File: src/rtl/ecf_pkg.sv
package ecf_pkg;
  typedef enum logic [1:0] {
    TR_IDLE   = 2'd0,
    TR_BUSY   = 2'd1,
    TR_NONSEQ = 2'd2,
    TR_SEQ    = 2'd3
  } htrans_e;

  typedef enum logic [2:0] {
    ST_FWD    = 3'd0,  // plain forwarding
    ST_CANCEL = 3'd1,  // second cycle of downstream ERROR
    ST_SUP_OK = 3'd2,  // suppressing, local zero-wait OKAY data phase
    ST_SUP_E1 = 3'd3,  // suppressing, local ERROR first cycle
    ST_SUP_E2 = 3'd4   // suppressing, local ERROR second cycle
  } ecf_st_e;

  localparam logic RESP_OKAY  = 1'b0;
  localparam logic RESP_ERROR = 1'b1;
endpackage

File: src/rtl/ecf_fsm.sv
module ecf_fsm
  import ecf_pkg::*;
(
  input  logic    clk_i,
  input  logic    rst_ni,
  input  logic    bypass_i,
  input  logic    sel_i,
  input  htrans_e trans_i,
  input  logic    dn_ready_i,
  input  logic    dn_resp_i,
  output ecf_st_e st_o
);
  ecf_st_e st_q, st_d, after_beat;
  logic    addr_taken;
  logic    dn_err_first;

  assign dn_err_first = !bypass_i && (dn_resp_i == RESP_ERROR) && !dn_ready_i;

  // upstream address phase completes in this cycle
  always_comb begin
    case (st_q)
      ST_CANCEL:            addr_taken = dn_ready_i;
      ST_SUP_OK, ST_SUP_E2: addr_taken = 1'b1;
      default:              addr_taken = 1'b0;
    endcase
  end

  always_comb begin
    after_beat = ST_FWD;
    if (sel_i) begin
      case (trans_i)
        TR_SEQ:  after_beat = ST_SUP_E1;
        TR_BUSY: after_beat = ST_SUP_OK;
        default: after_beat = ST_FWD;
      endcase
    end
  end

  always_comb begin
    st_d = st_q;
    case (st_q)
      ST_FWD:    if (dn_err_first) st_d = ST_CANCEL;
      ST_SUP_E1: st_d = ST_SUP_E2;
      default:   if (addr_taken) st_d = after_beat;
    endcase
  end

  always_ff @(posedge clk_i or negedge rst_ni) begin
    if (!rst_ni) st_q <= ST_FWD;
    else         st_q <= st_d;
  end

  assign st_o = st_q;
endmodule

File: src/rtl/ecf_req_gate.sv
module ecf_req_gate
  import ecf_pkg::*;
(
  input  ecf_st_e st_i,
  input  logic    sel_i,
  input  htrans_e trans_i,
  output htrans_e dn_trans_o
);
  logic new_xfer;
  assign new_xfer = sel_i && (trans_i == TR_NONSEQ);

  always_comb begin
    case (st_i)
      ST_FWD:    dn_trans_o = sel_i ? trans_i : TR_IDLE;
      ST_SUP_E1: dn_trans_o = TR_IDLE;  // upstream address not yet accepted
      default:   dn_trans_o = new_xfer ? TR_NONSEQ : TR_IDLE;
    endcase
  end
endmodule

File: src/rtl/ecf_resp_mux.sv
module ecf_resp_mux
  import ecf_pkg::*;
#(
  parameter int DW = 32
) (
  input  ecf_st_e         st_i,
  input  logic            dn_ready_i,
  input  logic            dn_resp_i,
  input  logic [DW-1:0]   dn_rdata_i,
  output logic            up_ready_o,
  output logic            up_resp_o,
  output logic [DW-1:0]   up_rdata_o
);
  always_comb begin
    up_ready_o = dn_ready_i;
    up_resp_o  = dn_resp_i;
    up_rdata_o = dn_rdata_i;
    case (st_i)
      ST_SUP_OK: begin
        up_ready_o = 1'b1;
        up_resp_o  = RESP_OKAY;
        up_rdata_o = '0;
      end
      ST_SUP_E1: begin
        up_ready_o = 1'b0;
        up_resp_o  = RESP_ERROR;
        up_rdata_o = '0;
      end
      ST_SUP_E2: begin
        up_ready_o = 1'b1;
        up_resp_o  = RESP_ERROR;
        up_rdata_o = '0;
      end
      default: ;
    endcase
  end
endmodule

File: src/rtl/ahb_err_cancel.sv
module ahb_err_cancel
  import ecf_pkg::*;
#(
  parameter int AW = 32,
  parameter int DW = 32
) (
  input  logic          clk_i,
  input  logic          rst_ni,
  input  logic          bypass_i,
  input  logic          up_hsel_i,
  input  logic [1:0]    up_htrans_i,
  input  logic [AW-1:0] up_haddr_i,
  input  logic          up_hwrite_i,
  input  logic [2:0]    up_hsize_i,
  input  logic [2:0]    up_hburst_i,
  input  logic [DW-1:0] up_hwdata_i,
  output logic [DW-1:0] up_hrdata_o,
  output logic          up_hready_o,
  output logic          up_hresp_o,
  output logic [1:0]    dn_htrans_o,
  output logic [AW-1:0] dn_haddr_o,
  output logic          dn_hwrite_o,
  output logic [2:0]    dn_hsize_o,
  output logic [2:0]    dn_hburst_o,
  output logic [DW-1:0] dn_hwdata_o,
  input  logic [DW-1:0] dn_hrdata_i,
  input  logic          dn_hready_i,
  input  logic          dn_hresp_i
);
  ecf_st_e st;
  htrans_e up_tr, dn_tr;

  assign up_tr = htrans_e'(up_htrans_i);

  ecf_fsm i_fsm (
    .clk_i      (clk_i),
    .rst_ni     (rst_ni),
    .bypass_i   (bypass_i),
    .sel_i      (up_hsel_i),
    .trans_i    (up_tr),
    .dn_ready_i (dn_hready_i),
    .dn_resp_i  (dn_hresp_i),
    .st_o       (st)
  );

  ecf_req_gate i_req_gate (
    .st_i       (st),
    .sel_i      (up_hsel_i),
    .trans_i    (up_tr),
    .dn_trans_o (dn_tr)
  );

  ecf_resp_mux #(.DW(DW)) i_resp_mux (
    .st_i       (st),
    .dn_ready_i (dn_hready_i),
    .dn_resp_i  (dn_hresp_i),
    .dn_rdata_i (dn_hrdata_i),
    .up_ready_o (up_hready_o),
    .up_resp_o  (up_hresp_o),
    .up_rdata_o (up_hrdata_o)
  );

  assign dn_htrans_o = dn_tr;
  assign dn_haddr_o  = up_haddr_i;
  assign dn_hwrite_o = up_hwrite_i;
  assign dn_hsize_o  = up_hsize_i;
  assign dn_hburst_o = up_hburst_i;
  assign dn_hwdata_o = up_hwdata_i;
endmodule

File: config.mk
export PLATFORM = sky130hd
export DESIGN_NAME = ahb_err_cancel
export DESIGN_NICKNAME = d
export VERILOG_FILES = /design/src/rtl/ecf_pkg.sv /design/src/rtl/ecf_fsm.sv /design/src/rtl/ecf_req_gate.sv /design/src/rtl/ecf_resp_mux.sv /design/src/rtl/ahb_err_cancel.sv
export SDC_FILE = /design/constraint.sdc
export NUM_CORES = 1
export LEC_CHECK = 0
export CAP_MARGIN = 20
export CORE_ASPECT_RATIO = 0.8
export CORE_MARGIN = 4
export CORE_UTILIZATION = 17
export CTS_CLUSTER_DIAMETER = 50
export CTS_CLUSTER_SIZE = 20
export DETAILED_ROUTE_END_ITERATION = 10
export PLACE_DENSITY = 0.77
export SETUP_SLACK_MARGIN = 0.5
export SLEW_MARGIN = 10
export SYNTH_ARGS = -nofsm -noshare
export SYNTH_HDL_FRONTEND = slang
export SYNTH_SLANG_ARGS = --single-unit
export TNS_END_PERCENT = 5
File: constraint.sdc
create_clock -name clk_i -period 1.15 [get_ports clk_i]
set_input_delay 0.1725 -clock clk_i [delete_from_list [all_inputs] [get_ports clk_i]]
set_output_delay 0.1725 -clock clk_i [all_outputs]
set_load 0.02 [all_outputs]
After elaboration in Yosys (flattened, before gate mapping)
Cells that the tools add are included.
{"block": "totals", "inputBits": 111, "ff_bits": 3}
{"block": "classes", "reduce_logical": 11, "muxes": 12, "eq_ne": 8}
{"operator": "$mux W32", "n": 1}
{"operator": "$mux W3", "n": 3}
{"operator": "$pmux W2 S2", "n": 2}
{"operator": "$eq A3 B2 Y1 const B", "n": 2}
{"operator": "$pmux W1 S2", "n": 3}
{"operator": "$pmux W3 S2", "n": 1}
{"operator": "$eq A2 B2 Y1 const B", "n": 2}
{"operator": "$mux W2", "n": 2}
{"operator": "$reduce_or A2 Y1", "n": 2}
{"operator": "$eq A3 B1 Y1 const B", "n": 1}
{"operator": "$eq A3 B3 Y1 const B", "n": 1}
{"operator": "$logic_and A1 B1 Y1", "n": 3}
{"operator": "$logic_not A3 Y1", "n": 1}
{"operator": "$reduce_bool A3 Y1", "n": 1}
{"operator": "$reduce_or A3 Y1", "n": 1}
{"operator": "$eq A2 B1 Y1 const B", "n": 1}
{"operator": "$logic_not A1 Y1", "n": 2}
{"operator": "$ne A2 B1 Y1 const B", "n": 1}
{"operator": "$reduce_and A2 Y1", "n": 1}

Logic depth before layout (Yosys ltp)
Gate-level depths: netlist of the first run.
{"block": "depth", "depth_word": 5, "mapped_depth": 5, "ltp_nobuf": 3}

Modules after synthesis
Synthesis of the first run repeated with hierarchy kept, for this count alone.
{"block": "unflattened", "cells_unflattened": 142, "hier_area_um2": 1137.3}
{"mod": "ahb_err_cancel", "instances": 1, "cells_per_inst": 71, "area_per_inst_um2": 533.0}
{"mod": "ecf_resp_mux", "instances": 1, "cells_per_inst": 45, "area_per_inst_um2": 387.9}
{"mod": "ecf_fsm", "instances": 1, "cells_per_inst": 19, "area_per_inst_um2": 172.7}
{"mod": "ecf_req_gate", "instances": 1, "cells_per_inst": 7, "area_per_inst_um2": 43.8}

Worst setup path after synthesis of the first run
OpenSTA, ideal clock, no wires.
{"block": "synth_timing", "path_type": "register -> output", "start": "register i_fsm.st_q[2] (netlist: i_fsm.st_o[2])", "end": "output dn_htrans_o[0]", "arrival_time_ns": 1.298, "t_required_ns": 0.978, "slack_ns": -0.320, "stages_incl_launch_ff": 3, "cell_sequence": "dfrtp_1 -> buf_2 -> nor4_1"}
{"block": "synth_between", "elab_chain_cells": 2}
{"element": "from (decl)", "line": "ecf_fsm.sv:13", "rtl": "ecf_st_e st_q, st_d, after_beat;"}
{"element": "from (signal assigned)", "line": "ecf_fsm.sv:50", "rtl": "else st_q <= st_d;"}
{"element": "$eq A3 B2 Y1 or $logic_not A3 Y1 (tied branches)", "line": "ecf_req_gate.sv:13", "rtl": "case (st_i)"}
{"element": "$pmux W2 S2 *", "line": "ecf_req_gate.sv:13"}
{"element": "to (decl)", "line": "ahb_err_cancel.sv:20", "rtl": "output logic [1:0] dn_htrans_o,"}
Mark *: on every way between the ends. The rest lies on a longest branch, timed or not.

Worst setup path after layout of the first run
{"block": "layout_timing", "start": "register i_fsm.st_q[2] (netlist: i_fsm.st_o[2])", "end": "output dn_htrans_o[1]"}
The elaborated chain is that of the path after synthesis.

==> reports/metrics.yaml, run 1 <==
outcome: "finished, violations left"
violations: "negative setup slack"
timing.final.crit_share_pct: 140
top_level_ports: 218
first_global_vias: 964
place.gp.congestion: 0.743
synth.most_common_cell: "buf_4"
leakagePower_uw: 0.000741
r2r_slack_ps: -80
switching_share_pct: 30.4
reg2reg_from: "i_fsm.st_o[1]$_DFFE_PN0P_"
yosysWarnings: 0
die_w_um: 96.4
grt_overflow: 0
grt_max_degree: 17
path_clk_slew_ps: 30
syn_nets: 252
r2r_cells: 5
io_buffer_count: 75
critPathLaunchType: "flip-flop"
cp_cell_sequence: "buf_6, buf_6, o21a_1, o22ai_2, and3_4, buf_6"
nNetsFinal: 270
power.density_nw_per_um2: 668
firstDrtPassIters: 4
ys_seq_elements: 3
antenna_found_initial: 0
crit_arrival_ps: 1430
yosysTopAreaCell: "buf_4"
crit_type: "reg -> out"
drt-total-wl_mm: 3.08
setup_violations: 38
hold-worst-slack_ps: 152
cp_slowest_stage_delay_ps: 410
drive_gt1_share_pct: 59.5
p_int_uw: 781
std_cell_rows: 25
cts.path.max_buffers: 2
crit_path_end: "dn_htrans_o[1]"
hold_path_class: "in -> async"
viasPerCell: 3.89
clkPwrFrac_pct: 27.1
cts_root_buffer: "clkbuf_8"
post-place-ws_ps: -688
coreArea_um2: 5970
start_util_pct: 17.8
synthArstFlopShare_pct: 100
grt_pass1_wl_mm: 4.40
cts_sinks: 3
yosysSeqAreaShare_pct: 7.06
r2r_end: "i_fsm.st_o[0]$_DFFE_PN0P_"
cts_buffers: 3
ir_drop_uv: 166
cpMaxStageDelayCell: "dfrtp_1"
end_kind: "output pin"
fp.dieArea_um2: 7590
htree_num_levels: 1
required_ps: 980
ant_nets: 0
ys_top_cells_by_area: "buf_4, and2_1, dfrtp_1"
ys.flop_type: "dfrtp_1"
clock_latency_ps: 210
synthCells: 141
critPathMostFrequentCell: "buf_6"
worstMarginPinSlew_ps: 192
synth_cell_types: 24
vias: 929
p_sw_uw: 341
synth.top_cell.area_share_pct: 50.8
setup_ws_ps: -456
worstSetupStartpoint: "i_fsm.st_o[2]$_DFFE_PN0P_"
drt_iter0_drc: 47
cts_tree: "done"
ctsHoldBuffers: 0
mappedNetlistArea_um2: 1060
finalSetupTns_ps: -15220
die_h_um: 78.7
post-route-util_pct: 28.1
num_antenna_cells: 0
routedWlPerCell_um: 12.9
slew_viol_final: 0
drc: 0
power_uw: 1120
synth_edf_count: 0
cap_violations: 0
largest_reg_flops: 3
sequentialPowerShare_pct: 10.6
fin_skew_ps: 0.679
yosys-top-cells-count: "buf_4, and2_1, buf_6"
max_freq_ghz: 0.623
syn_area_per_cell_um2: 7.54
hold_viol_final: 0
pwr-share-comb_pct: 62.2
critPathMaxFanout: 5
grt_usage_pct: 7.22
slew_headroom_pct: 87.2
rsz0062_at_grt: "true"
post-route-min-period_ps: 1610
syn_to_final_growth_pct: 58.0
hpwlAfterDp_mm: 2.41
==> worst max-delay path, delay by kind of cell (launching register included) <==
family | cells | cell delay, ps
and+or+nand+nor | 1 | 190
AOI/OAI and AO/OA | 2 | 250
buffers and inverters | 3 | 370
DFF | 1 | 410
==> through the flow <==
stage	instance area [um2]	cells
after CTS	1600	239
after global placement	1510	230
after floorplan	1170	141
after detailed placement	1510	230
after global routing	1680	239
final	1680	239
==> layout by cell type, fill, tap and decap left out, types with 3 or more instances in the layout <==
cell type         n
and2_4           30
nor2_1            3
clkbuf_8          3
o21ai_0           3
clkdlybuf4s50_1  39
buf_4             9
buf_6            38
==> power groups by stage <==
stage,Combinational (uW),Sequential (uW),Clock (uW)
after floorplan,676,114,0
after global placement,636,122,0
after detailed placement,641,122,0
after CTS,668,119,312
after global routing,742,120,318
final,698,119,304
==> area by class of cell <==
class,count,area [um2]
Fill cell,619,4290
Timing Repair Buffer,90,943
Multi-Input combinational cell,59,505
Tap cell,81,101
Sequential cell,3,77.6
Clock buffer,4,45.0
Inverter,2,7.51
==> per-layer routing <==
layer  global-route usage [%]  vias to the layer above  share of wire [%]
li1                         -                      410                  -
met2                     11.9                      104                 45
met1                     6.03                      399                 28
met3                     5.11                       16                 24
met5                        0                        -                  0
met4                     5.18                        0                3.0
==> what timing repair did <==
action	in CTS	in global routing
buffers inserted	4	0
pin swaps	3	4
endpoints found under the setup margin	39	39
cloned	1	0
gates resized for setup	192	20
==> how the worst min path moves through the flow <==
stage,from,to,slack (ps),cells after the start
after CTS,rst_ni,i_fsm.st_o[2]$_DFFE_PN0P_,160,1
after global placement,up_haddr_i[0],dn_haddr_o[0],350,0
after detailed placement,up_haddr_i[0],dn_haddr_o[0],350,0
after floorplan,rst_ni,i_fsm.st_o[0]$_DFFE_PN0P_,-120,0
after global routing,rst_ni,i_fsm.st_o[2]$_DFFE_PN0P_,170,1
final,rst_ni,i_fsm.st_o[2]$_DFFE_PN0P_,150,1
==> cell families (layout without fill, tap and decap cells) <==
logic type | after synthesis | count (layout) | share of synthesized area (%)
AO/OA/AOI/OAI | 12 | 12 | 7.41
buffers and inverters | 79 | 96 | 56.2
flip-flops | 3 | 3 | 7.06
multiplexers | 2 | 2 | 3.06
AND/OR/NAND/NOR | 45 | 45 | 26.2
No activity file was read; power rests on OpenSTA's default activity.
==> run 2: changes to the inputs <==
- CTS_CLUSTER_SIZE: 20 -> 30
==> results of run 2 <==
Same layout as run 1: the final DEF is identical, and so are final timing and power.
